`config.mk`:
```
export PLATFORM = sky130hd
export DESIGN_NAME = dp_alu
export DESIGN_NICKNAME = d
export VERILOG_FILES = /design/src/rtl/dp_alu_pkg.sv /design/src/rtl/dp_alu_logic.sv /design/src/rtl/dp_alu_arith.sv /design/src/rtl/dp_alu_flags.sv /design/src/rtl/dp_alu.sv
export SDC_FILE = /design/constraint.sdc
export NUM_CORES = 1
export LEC_CHECK = 0
export ABC_CLOCK_PERIOD_IN_PS = 7500
export BUFFER_PORTS_ARGS = -buffer_cell sky130_fd_sc_hd__buf_2
export CORE_MARGIN = 1.5
export CORE_UTILIZATION = 35
export CTS_CLUSTER_DIAMETER = 100
export CTS_CLUSTER_SIZE = 40
export DETAILED_ROUTE_END_ITERATION = 8
export SKIP_CTS_REPAIR_TIMING = 1
export SYNTH_ARGS = -nofsm -noshare
export SYNTH_HDL_FRONTEND = slang
export SYNTH_SLANG_ARGS = --single-unit
```
`constraint.sdc`:
```
create_clock -name clk -period 7.5 [get_ports clk]
set_input_delay 1.5 -clock clk [delete_from_list [all_inputs] [get_ports clk]]
set_output_delay 1.5 -clock clk [all_outputs]
set_load 0.03 [all_outputs]
```
`src/rtl/dp_alu_pkg.sv`:
```
`timescale 1ns/1ps
package dp_alu_pkg;

  typedef enum logic [3:0] {
    OP_AND = 4'h0, OP_XOR = 4'h1, OP_SUB = 4'h2, OP_RSB = 4'h3,
    OP_ADD = 4'h4, OP_ADC = 4'h5, OP_SBC = 4'h6, OP_RSC = 4'h7,
    OP_TST = 4'h8, OP_TEQ = 4'h9, OP_CMP = 4'hA, OP_CMN = 4'hB,
    OP_OR  = 4'hC, OP_MOV = 4'hD, OP_BIC = 4'hE, OP_MVN = 4'hF
  } alu_op_e;

  typedef struct packed {
    logic n;
    logic z;
    logic c;
    logic v;
  } nzcv_t;

  // Codes 8..B only set flags
  function automatic logic op_is_compare(alu_op_e op);
    return op[3:2] == 2'b10;
  endfunction

  function automatic logic op_is_arith(alu_op_e op);
    return (op inside {OP_SUB, OP_RSB, OP_ADD, OP_ADC, OP_SBC, OP_RSC,
                       OP_CMP, OP_CMN});
  endfunction

endpackage

```
`src/rtl/dp_alu_logic.sv`:
```
`timescale 1ns/1ps
module dp_alu_logic
  import dp_alu_pkg::*;
#(
  parameter int W = 32
) (
  input  logic [W-1:0] a,
  input  logic [W-1:0] b,
  input  alu_op_e      op,
  output logic [W-1:0] y
);

  // One bitwise cell per lane; the op decode is shared
  for (genvar i = 0; i < W; i++) begin : g_lane
    always_comb begin
      unique case (op)
        OP_AND, OP_TST: y[i] = a[i] & b[i];
        OP_XOR, OP_TEQ: y[i] = a[i] ^ b[i];
        OP_OR:          y[i] = a[i] | b[i];
        OP_MOV:         y[i] = b[i];
        OP_BIC:         y[i] = a[i] & ~b[i];
        OP_MVN:         y[i] = ~b[i];
        default:        y[i] = 1'b0;
      endcase
    end
  end

endmodule

```
`src/rtl/dp_alu_arith.sv`:
```
`timescale 1ns/1ps
module dp_alu_arith
  import dp_alu_pkg::*;
#(
  parameter int W = 32
) (
  input  logic [W-1:0] a,
  input  logic [W-1:0] b,
  input  alu_op_e      op,
  input  logic         c_in,
  output logic [W-1:0] sum,
  output logic         c_out,
  output logic         v_out
);

  localparam int MSB = W - 1;

  logic [W-1:0] x, y;
  logic         ci;
  logic [W:0]   wide;

  // Every form reduces to x + y + ci on one adder
  always_comb begin
    x  = a;
    y  = b;
    ci = 1'b0;
    unique case (op)
      OP_SUB, OP_CMP: begin y = ~b; ci = 1'b1; end
      OP_RSB:         begin x = b; y = ~a; ci = 1'b1; end
      OP_ADD, OP_CMN: begin ci = 1'b0; end
      OP_ADC:         begin ci = c_in; end
      OP_SBC:         begin y = ~b; ci = c_in; end
      OP_RSC:         begin x = b; y = ~a; ci = c_in; end
      default:        begin ci = 1'b0; end
    endcase
  end

  assign wide  = {1'b0, x} + {1'b0, y} + {{W{1'b0}}, ci};
  assign sum   = wide[MSB:0];
  assign c_out = wide[W];
  assign v_out = (x[MSB] == y[MSB]) && (wide[MSB] != x[MSB]);

endmodule

```
`src/rtl/dp_alu_flags.sv`:
```
`timescale 1ns/1ps
module dp_alu_flags
  import dp_alu_pkg::*;
#(
  parameter int W = 32
) (
  input  logic [W-1:0] res,
  input  alu_op_e      op,
  input  logic         add_c,
  input  logic         add_v,
  input  logic         shf_carry,
  input  logic         shf_active,
  input  logic         set_flags,
  input  nzcv_t        cur,
  output nzcv_t        nxt,
  output logic         dest_we
);

  logic  upd;
  nzcv_t calc;

  always_comb begin
    calc.n = res[W-1];
    calc.z = (res == '0);
    if (op_is_arith(op)) begin
      calc.c = add_c;
      calc.v = add_v;
    end else begin
      calc.c = shf_active ? shf_carry : cur.c;
      calc.v = cur.v;
    end
  end

  assign upd     = set_flags | op_is_compare(op);
  assign nxt     = upd ? calc : cur;
  assign dest_we = ~op_is_compare(op);

endmodule

```
`src/rtl/dp_alu.sv`:
```
`timescale 1ns/1ps
module dp_alu
  import dp_alu_pkg::*;
#(
  parameter int W = 32
) (
  input  logic         clk,
  input  logic         rst,
  input  logic         in_valid,
  input  logic [W-1:0] opnd_a,
  input  logic [W-1:0] opnd_b,
  input  logic         shf_carry,
  input  logic         shf_active,
  input  logic [3:0]   opcode,
  input  logic         set_flags,
  input  logic [3:0]   flags_in,
  output logic         out_valid,
  output logic [W-1:0] result,
  output logic         wr_en,
  output logic [3:0]   flags_out
);

  alu_op_e      op;
  nzcv_t        cur, nxt;
  logic [W-1:0] lg_y, ar_sum, res_c;
  logic         ar_c, ar_v, dest_we;

  assign op  = alu_op_e'(opcode);
  assign cur = nzcv_t'(flags_in);

  dp_alu_logic #(.W(W)) u_logic (
    .a(opnd_a), .b(opnd_b), .op(op), .y(lg_y)
  );

  dp_alu_arith #(.W(W)) u_arith (
    .a(opnd_a), .b(opnd_b), .op(op), .c_in(cur.c),
    .sum(ar_sum), .c_out(ar_c), .v_out(ar_v)
  );

  assign res_c = op_is_arith(op) ? ar_sum : lg_y;

  dp_alu_flags #(.W(W)) u_flags (
    .res(res_c), .op(op), .add_c(ar_c), .add_v(ar_v),
    .shf_carry(shf_carry), .shf_active(shf_active),
    .set_flags(set_flags), .cur(cur), .nxt(nxt), .dest_we(dest_we)
  );

  always_ff @(posedge clk) begin
    if (rst) begin
      out_valid <= 1'b0;
      wr_en     <= 1'b0;
      result    <= '0;
      flags_out <= '0;
    end else if (in_valid) begin
      out_valid <= 1'b1;
      wr_en     <= dest_we;
      result    <= res_c;
      flags_out <= nxt;
    end else begin
      out_valid <= 1'b0;
      wr_en     <= 1'b0;
    end
  end

endmodule

```
==> After elaboration in Yosys (flattened, before gate mapping) <==
Cells that the tools add are included.
{ "word_totals": {"regBits": 38, "inputBits": 78, "out_inout_bits": 38, "elab_cells": 240} }
{ "classes": {"addsub": 2, "n_eq_ne": 18, "muxes": 40, "n_bitwise": 165, "n_reduce_logical": 11} }
{ "op_table": {"columns": ["op", "count"], "rows": [
  ["1-bit case mux with 6 select lines", 32],
  ["1-bit bitwise AND", 64],
  ["32-bit 2-to-1 mux", 2],
  ["32-bit NOT", 2],
  ["32-bit case mux with 2 select lines", 1],
  ["1-bit NOT", 34],
  ["32-bit by 32-bit adder with 33-bit output", 1],
  ["33-bit by 1-bit adder with 33-bit output", 1],
  ["1-bit OR", 33],
  ["4-bit equality test (second input constant)", 8],
  ["32-bit zero test", 1],
  ["1-bit bitwise XOR", 32],
  ["4-bit by 3-bit equality test with 1-bit output (second input constant)", 4],
  ["3-bit OR reduction", 3],
  ["4-bit by 2-bit equality test with 1-bit output (second input constant)", 2],
  ["8-bit nonzero test", 1],
  ["2-bit OR reduction", 4],
  ["4-bit by 1-bit equality test with 1-bit output (second input constant)", 1],
  ["4-bit zero test", 1],
  ["4-bit 2-to-1 mux", 1],
  ["2-bit equality test (second input constant)", 1],
  ["1-bit 2-to-1 mux", 2],
  ["2-bit 2-to-1 mux", 1],
  ["1-bit case mux with 2 select lines", 1],
  ["3 further kinds", 3]
]} }

==> Logic depth before layout (Yosys ltp) <==
{ "depth": {"depth_word": 9, "mapped_depth": 22, "depth_no_buf": 18} }

==> Modules after synthesis <==
A second synthesis with hierarchy kept.
{ "unflattened": {"hier_cells": 947, "hier_area_um2": 7143.1} }
{ "by_module_without_submodules": {"columns": ["mod", "instances", "cells_each", "area_per_inst_um2", "seq_area_each_um2"], "rows": [
  ["dp_alu_arith", 1, 391, 2633.8, 0.0],
  ["dp_alu_logic", 1, 294, 2519.9, 0.0],
  ["dp_alu", 1, 237, 1821.7, 760.7],
  ["dp_alu_flags", 1, 25, 167.7, 0.0]
]} }

==> Worst setup path before layout <==
No wires, ideal clock.
{ "synth_path": {"path_kind": "input port to flip-flop", "from": "input port opcode[0]", "to": "register flags_out[2]", "setup_time_ns": 0.069, "arrival_time_ns": 6.223, "required_time_ns": 7.431, "slack_ns": 1.208, "path_stages": 22, "path_buffers": 5, "cell_sequence": "buf_2 > buf_1 > buf_2 > buf_1 > nor3_1 > a21o_1 > clkbuf_1 > nor2_1 > a211oi_1 > fa_1 > inv_1 > fa_1 > a211oi_1 > o21ai_0 > a31o_1 > a311oi_2 > nor4b_2 > nand4_1 > nor4_2 > nand4_1 > or4_1 > o21ai_1"} }
{ "synth_between": {"elab_chain_len": 8, "word_cells_on_any_way": 63, "classes_between": "2 x add/sub; 15 x eq/ne; 37 x mux; 9 x reduce/logical"} }
{ "synth_lines": {"columns": ["item", "line", "text"], "rows": [
  ["from (decl)", "dp_alu.sv:14", "input logic [3:0] opcode,"],
  ["4-bit by 2-bit equality test with 1-bit output, or another cell as far along", "dp_alu_pkg.sv:24, dp_alu_arith.sv:27", null],
  ["3-bit OR reduction (no source line) / 2-bit OR reduction (equally long branches)", null, null],
  ["32-bit case mux with 2 select lines / 32-bit 2-to-1 mux (equally long branches)", "dp_alu_arith.sv:27", "unique case (op)"],
  ["32-bit by 32-bit adder with 33-bit output", "dp_alu_arith.sv:38", "assign wide = {1'b0, x} + {1'b0, y} + {{W{1'b0}}, ci};"],
  ["33-bit by 1-bit adder with 33-bit output", "dp_alu_arith.sv:38", null],
  ["32-bit 2-to-1 mux *", "dp_alu.sv:40", "assign res_c = op_is_arith(op) ? ar_sum : lg_y;"],
  ["32-bit zero test *", "dp_alu_flags.sv:24", "calc.z = (res == '0);"],
  ["4-bit 2-to-1 mux *", "dp_alu_flags.sv:35", "assign nxt = upd ? calc : cur;"],
  ["to (signal assigned)", "dp_alu.sv:58", "flags_out <= nxt;"],
  ["to (decl)", "dp_alu.sv:20", "output logic [3:0] flags_out"]
]} }
Every way passes the cells marked *; elsewhere a longest branch is shown, timed or not.
A chain may end at the register's enable or synchronous reset.

==> Worst setup path in the final report <==
{ "layout_path": {"from": "input port opcode[3]", "to": "register flags_out[2]"} }
{ "layout_between": {"elab_chain_len": 8, "word_cells_on_any_way": 65, "classes_between": "2 x add/sub; 16 x eq/ne; 37 x mux; 1 x bitwise; 9 x reduce/logical"} }
{ "layout_lines": {"columns": ["item", "line"], "rows": [
  ["4-bit by 2-bit equality test with 1-bit output, or another cell as far along", "dp_alu_pkg.sv:24, dp_alu_arith.sv:27"],
  ["3-bit OR reduction (no source line) / 2-bit OR reduction (equally long branches)", null],
  ["32-bit case mux with 2 select lines / 32-bit 2-to-1 mux (equally long branches)", "dp_alu_arith.sv:27"],
  ["32-bit by 32-bit adder with 33-bit output", "dp_alu_arith.sv:38"],
  ["33-bit by 1-bit adder with 33-bit output", "dp_alu_arith.sv:38"],
  ["32-bit 2-to-1 mux", "dp_alu.sv:40"],
  ["32-bit zero test", "dp_alu_flags.sv:24"],
  ["4-bit 2-to-1 mux *", "dp_alu_flags.sv:35"]
]} }
Marks and branches as above.

==> flow_summary.yaml <==
yosys:
  synth.avg_cell_area_um2: 6.51
  synth_fp_nets: 1203
  synth_edf_count: 0
  yosysWarnings: 0
  synth-seq-cells: 38
  synth_area_um2: 6900
  async_flop_share: 0
  ys_seq_area_frac: 0.110
  synth.distinct_cells: 76
  synthCells: 1060
  ys.flop_type: "dfxtp_1"
clocking:
  cts-root-buf: "clkbuf_16"
  htree_levels: 2
  clk-insertion-delay-late_ns: 0.28
  clock_sinks: 38
  cts.path.max_buffers: 2
  cts_tree: "built"
  cts_buffers: 5
  clkSlewWorstSetupHoldPaths_ns: 0.05
worst_setup_path:
  cp-end-kind: "register"
  crit_fanout: 21
  rrSetupSlack_ns: 5.08
  crit_arrival_ns: 6.49
  reg2reg_from: "flags_out[2]"
  r2r_cells: 9
  crit_path_start_kind: "input pin"
  r2r_end: "flags_out[2]"
  crit_required_ns: 7.71
  crit_type: "in2reg"
run:
  maxCapViolations: 0
power_and_ir_drop:
  vdd_drop_max_mv: 0.0772
  finalPower_uw: 1150
  p_leak_uw: 0.00349
  powerDensity_nw_per_um2: 148
timing:
  grt_setup_unrepaired: "no"
  clock-skew-final_ns: 0
  min_period_over_period: 0.837
  timing.fmax_mhz: 159
  relSlewSlack: 0.309
  hold_violations: 0
  fin_crit_ns: 6.28
  worst_pin_slew_ns: 1.02
  finalSetupViolCount: 0
  slew_violations: 0
  final.setup.tns_ns: 0
placed_design:
  dp.cells: 1376
  gp_congestion: 0.956
  port_buffers: 115
  dpl_cell_area_um2: 7610
  hpwl_mm: 19.6
route:
  post-route-drc-count: 0
  vias: 8084
  ant_nets: 0
  routed_wl_mm: 25.6
  drtPass1Iterations: 5
  drtIter0Drc: 708
  wl_per_cell_um: 18.5
  viasPerCell: 5.85
global_routing:
  track_usage: 0.248
  grt_pass1_wl_mm: 39.8
  grt_max_degree: 53
  overflow: 0
  grt_pass1_vias: 7494
  antenna_found_initial: 1
min_path:
  min_delay_path_depth: 2
  hold_class: "reg2reg"
  min_to: "result[0]"
  hp-start: "result[0]"
floorplan:
  die_area_um2: 20600
  die_x_um: 143
  coreArea_um2: 19400
  die_h_um: 143
  start_util: 0.356
  num_rows: 51
  top_level_ports: 116
cells_and_area:
  mostFrequentLayoutCells: "o21ai_0 (140), nand2_1 (115), buf_2 (115), a21oi_1 (84), nor2_1 (80)"
  layout.nets: 1261
  postLayoutCoreUtil: 0.400
  final_cells: 1383
  final_layout_size_suffix_gt1_frac: 0.150
  final_common_cell: "o21ai_0"
  final_area_um2: 7750
  syn2layout_area_growth_pct: 12.4
status:
  status: "completed"
==> critical path: stages <==
cell and delay (ns):
buf_2 0.24, and2_1 0.22, nor3_2 0.17, buf_4 0.22, a21o_1 0.37, nor2_1 0.07, a211oi_1 0.28, fa_1 0.27
inv_1 0.06, fa_1 0.42, a211oi_1 0.42, o21ai_0 0.21, a31o_1 0.26, a311oi_2 0.29, nor4b_2 0.25, nand4_1 0.16
nor4_2 0.30, nand4_1 0.14, or4_1 0.53, o21ai_1 0.09
==> how the worst max path moves through the flow <==
stage | from | to | depth (start not counted)
2_1_floorplan | opcode[0] | flags_out[2] | 22
4_1_cts | opcode[3] | flags_out[2] | 20
3_5_place_dp | opcode[3] | flags_out[2] | 20
5_1_grt | opcode[3] | flags_out[2] | 20
6_report | opcode[3] | flags_out[2] | 20
3_3_place_gp | opcode[3] | flags_out[2] | 20
==> per-layer routing <==
| metal | vias to the layer above | wire [um] | GRT usage |
|---|---|---|---|
| li1 | 3988 | - | - |
| met1 | 3764 | 10800 | 0.303 |
| met2 | 270 | 12000 | 0.416 |
| met4 | 0 | 1410 | 0.141 |
| met5 | - | 0 | 0 |
| met3 | 62 | 1410 | 0.0337 |
==> Yosys cell counts (5+ instances only) <==
| cell type | n | share of area |
|---|---|---|
| a211oi_1 | 24 | 0.026 |
| a21o_1 | 17 | 0.019 |
| a21oi_1 | 84 | 0.061 |
| a221oi_1 | 5 | 0.0063 |
| a22oi_1 | 5 | 0.0054 |
| a311oi_1 | 5 | 0.0063 |
| a31oi_1 | 11 | 0.010 |
| and3_1 | 9 | 0.0082 |
| buf_1 | 8 | 0.0044 |
| buf_2 | 23 | 0.017 |
| clkbuf_1 | 52 | 0.028 |
| dfxtp_1 | 38 | 0.11 |
| ha_1 | 63 | 0.11 |
| inv_1 | 75 | 0.041 |
| mux2i_1 | 21 | 0.030 |
| nand2_1 | 116 | 0.063 |
| nand2b_1 | 14 | 0.013 |
| nand3_1 | 27 | 0.020 |
| nand3b_1 | 7 | 0.0076 |
| nand4_1 | 17 | 0.015 |
| nor2_1 | 80 | 0.044 |
| nor2b_1 | 24 | 0.022 |
| nor3_1 | 24 | 0.017 |
| nor3b_1 | 5 | 0.0054 |
| o211ai_1 | 13 | 0.014 |
| o21a_1 | 10 | 0.011 |
| o21ai_0 | 140 | 0.10 |
| o221ai_1 | 9 | 0.011 |
| o22ai_1 | 14 | 0.013 |
| o31ai_1 | 16 | 0.017 |
| o32ai_1 | 6 | 0.0076 |
| or2_2 | 6 | 0.0054 |
| or3_1 | 5 | 0.0045 |
| or4_1 | 5 | 0.0054 |
| xnor2_1 | 13 | 0.017 |
==> cells by family after synthesis <==
logic type      share of synthesized area
compound gates                      0.370
buf+inv                            0.0907
flops                               0.110
xor+xnor                           0.0216
mux                                0.0337
fa+ha+maj                           0.120
simple gates                        0.254
==> stage by stage <==
step	worst slack, ns	hold slack (ns)
2_1_floorplan	1.21	0.595
3_3_place_gp	1.08	0.454
5_1_grt	0.733	0.492
6_report	1.22	0.464
3_5_place_dp	0.949	0.458
4_1_cts	1.24	0.466
==> power by group <==
part | leakage (uW) | internal [uW] | total, uW | switching, uW
logic | 0.00311 | 255 | 710 | 456
registers | 0.000314 | 224 | 234 | 10.3
clock network | 0.0000688 | 128 | 204 | 76.2
==> final cells by class <==
type	count	area, um2
fillers	2133	11600
multi-input cells	863	5520
flip-flops and latches	38	761
repair buffers	134	718
well taps	265	332
inverters	76	285
clock buffers	6	139
diodes	1	2.50
==> registers in the layout, indices dropped and copies added, names as in the netlist <==
register	count
result	32
flags_out	4
out_valid	1
wr_en	1
Note: power is estimated with default switching activity, not from simulation.
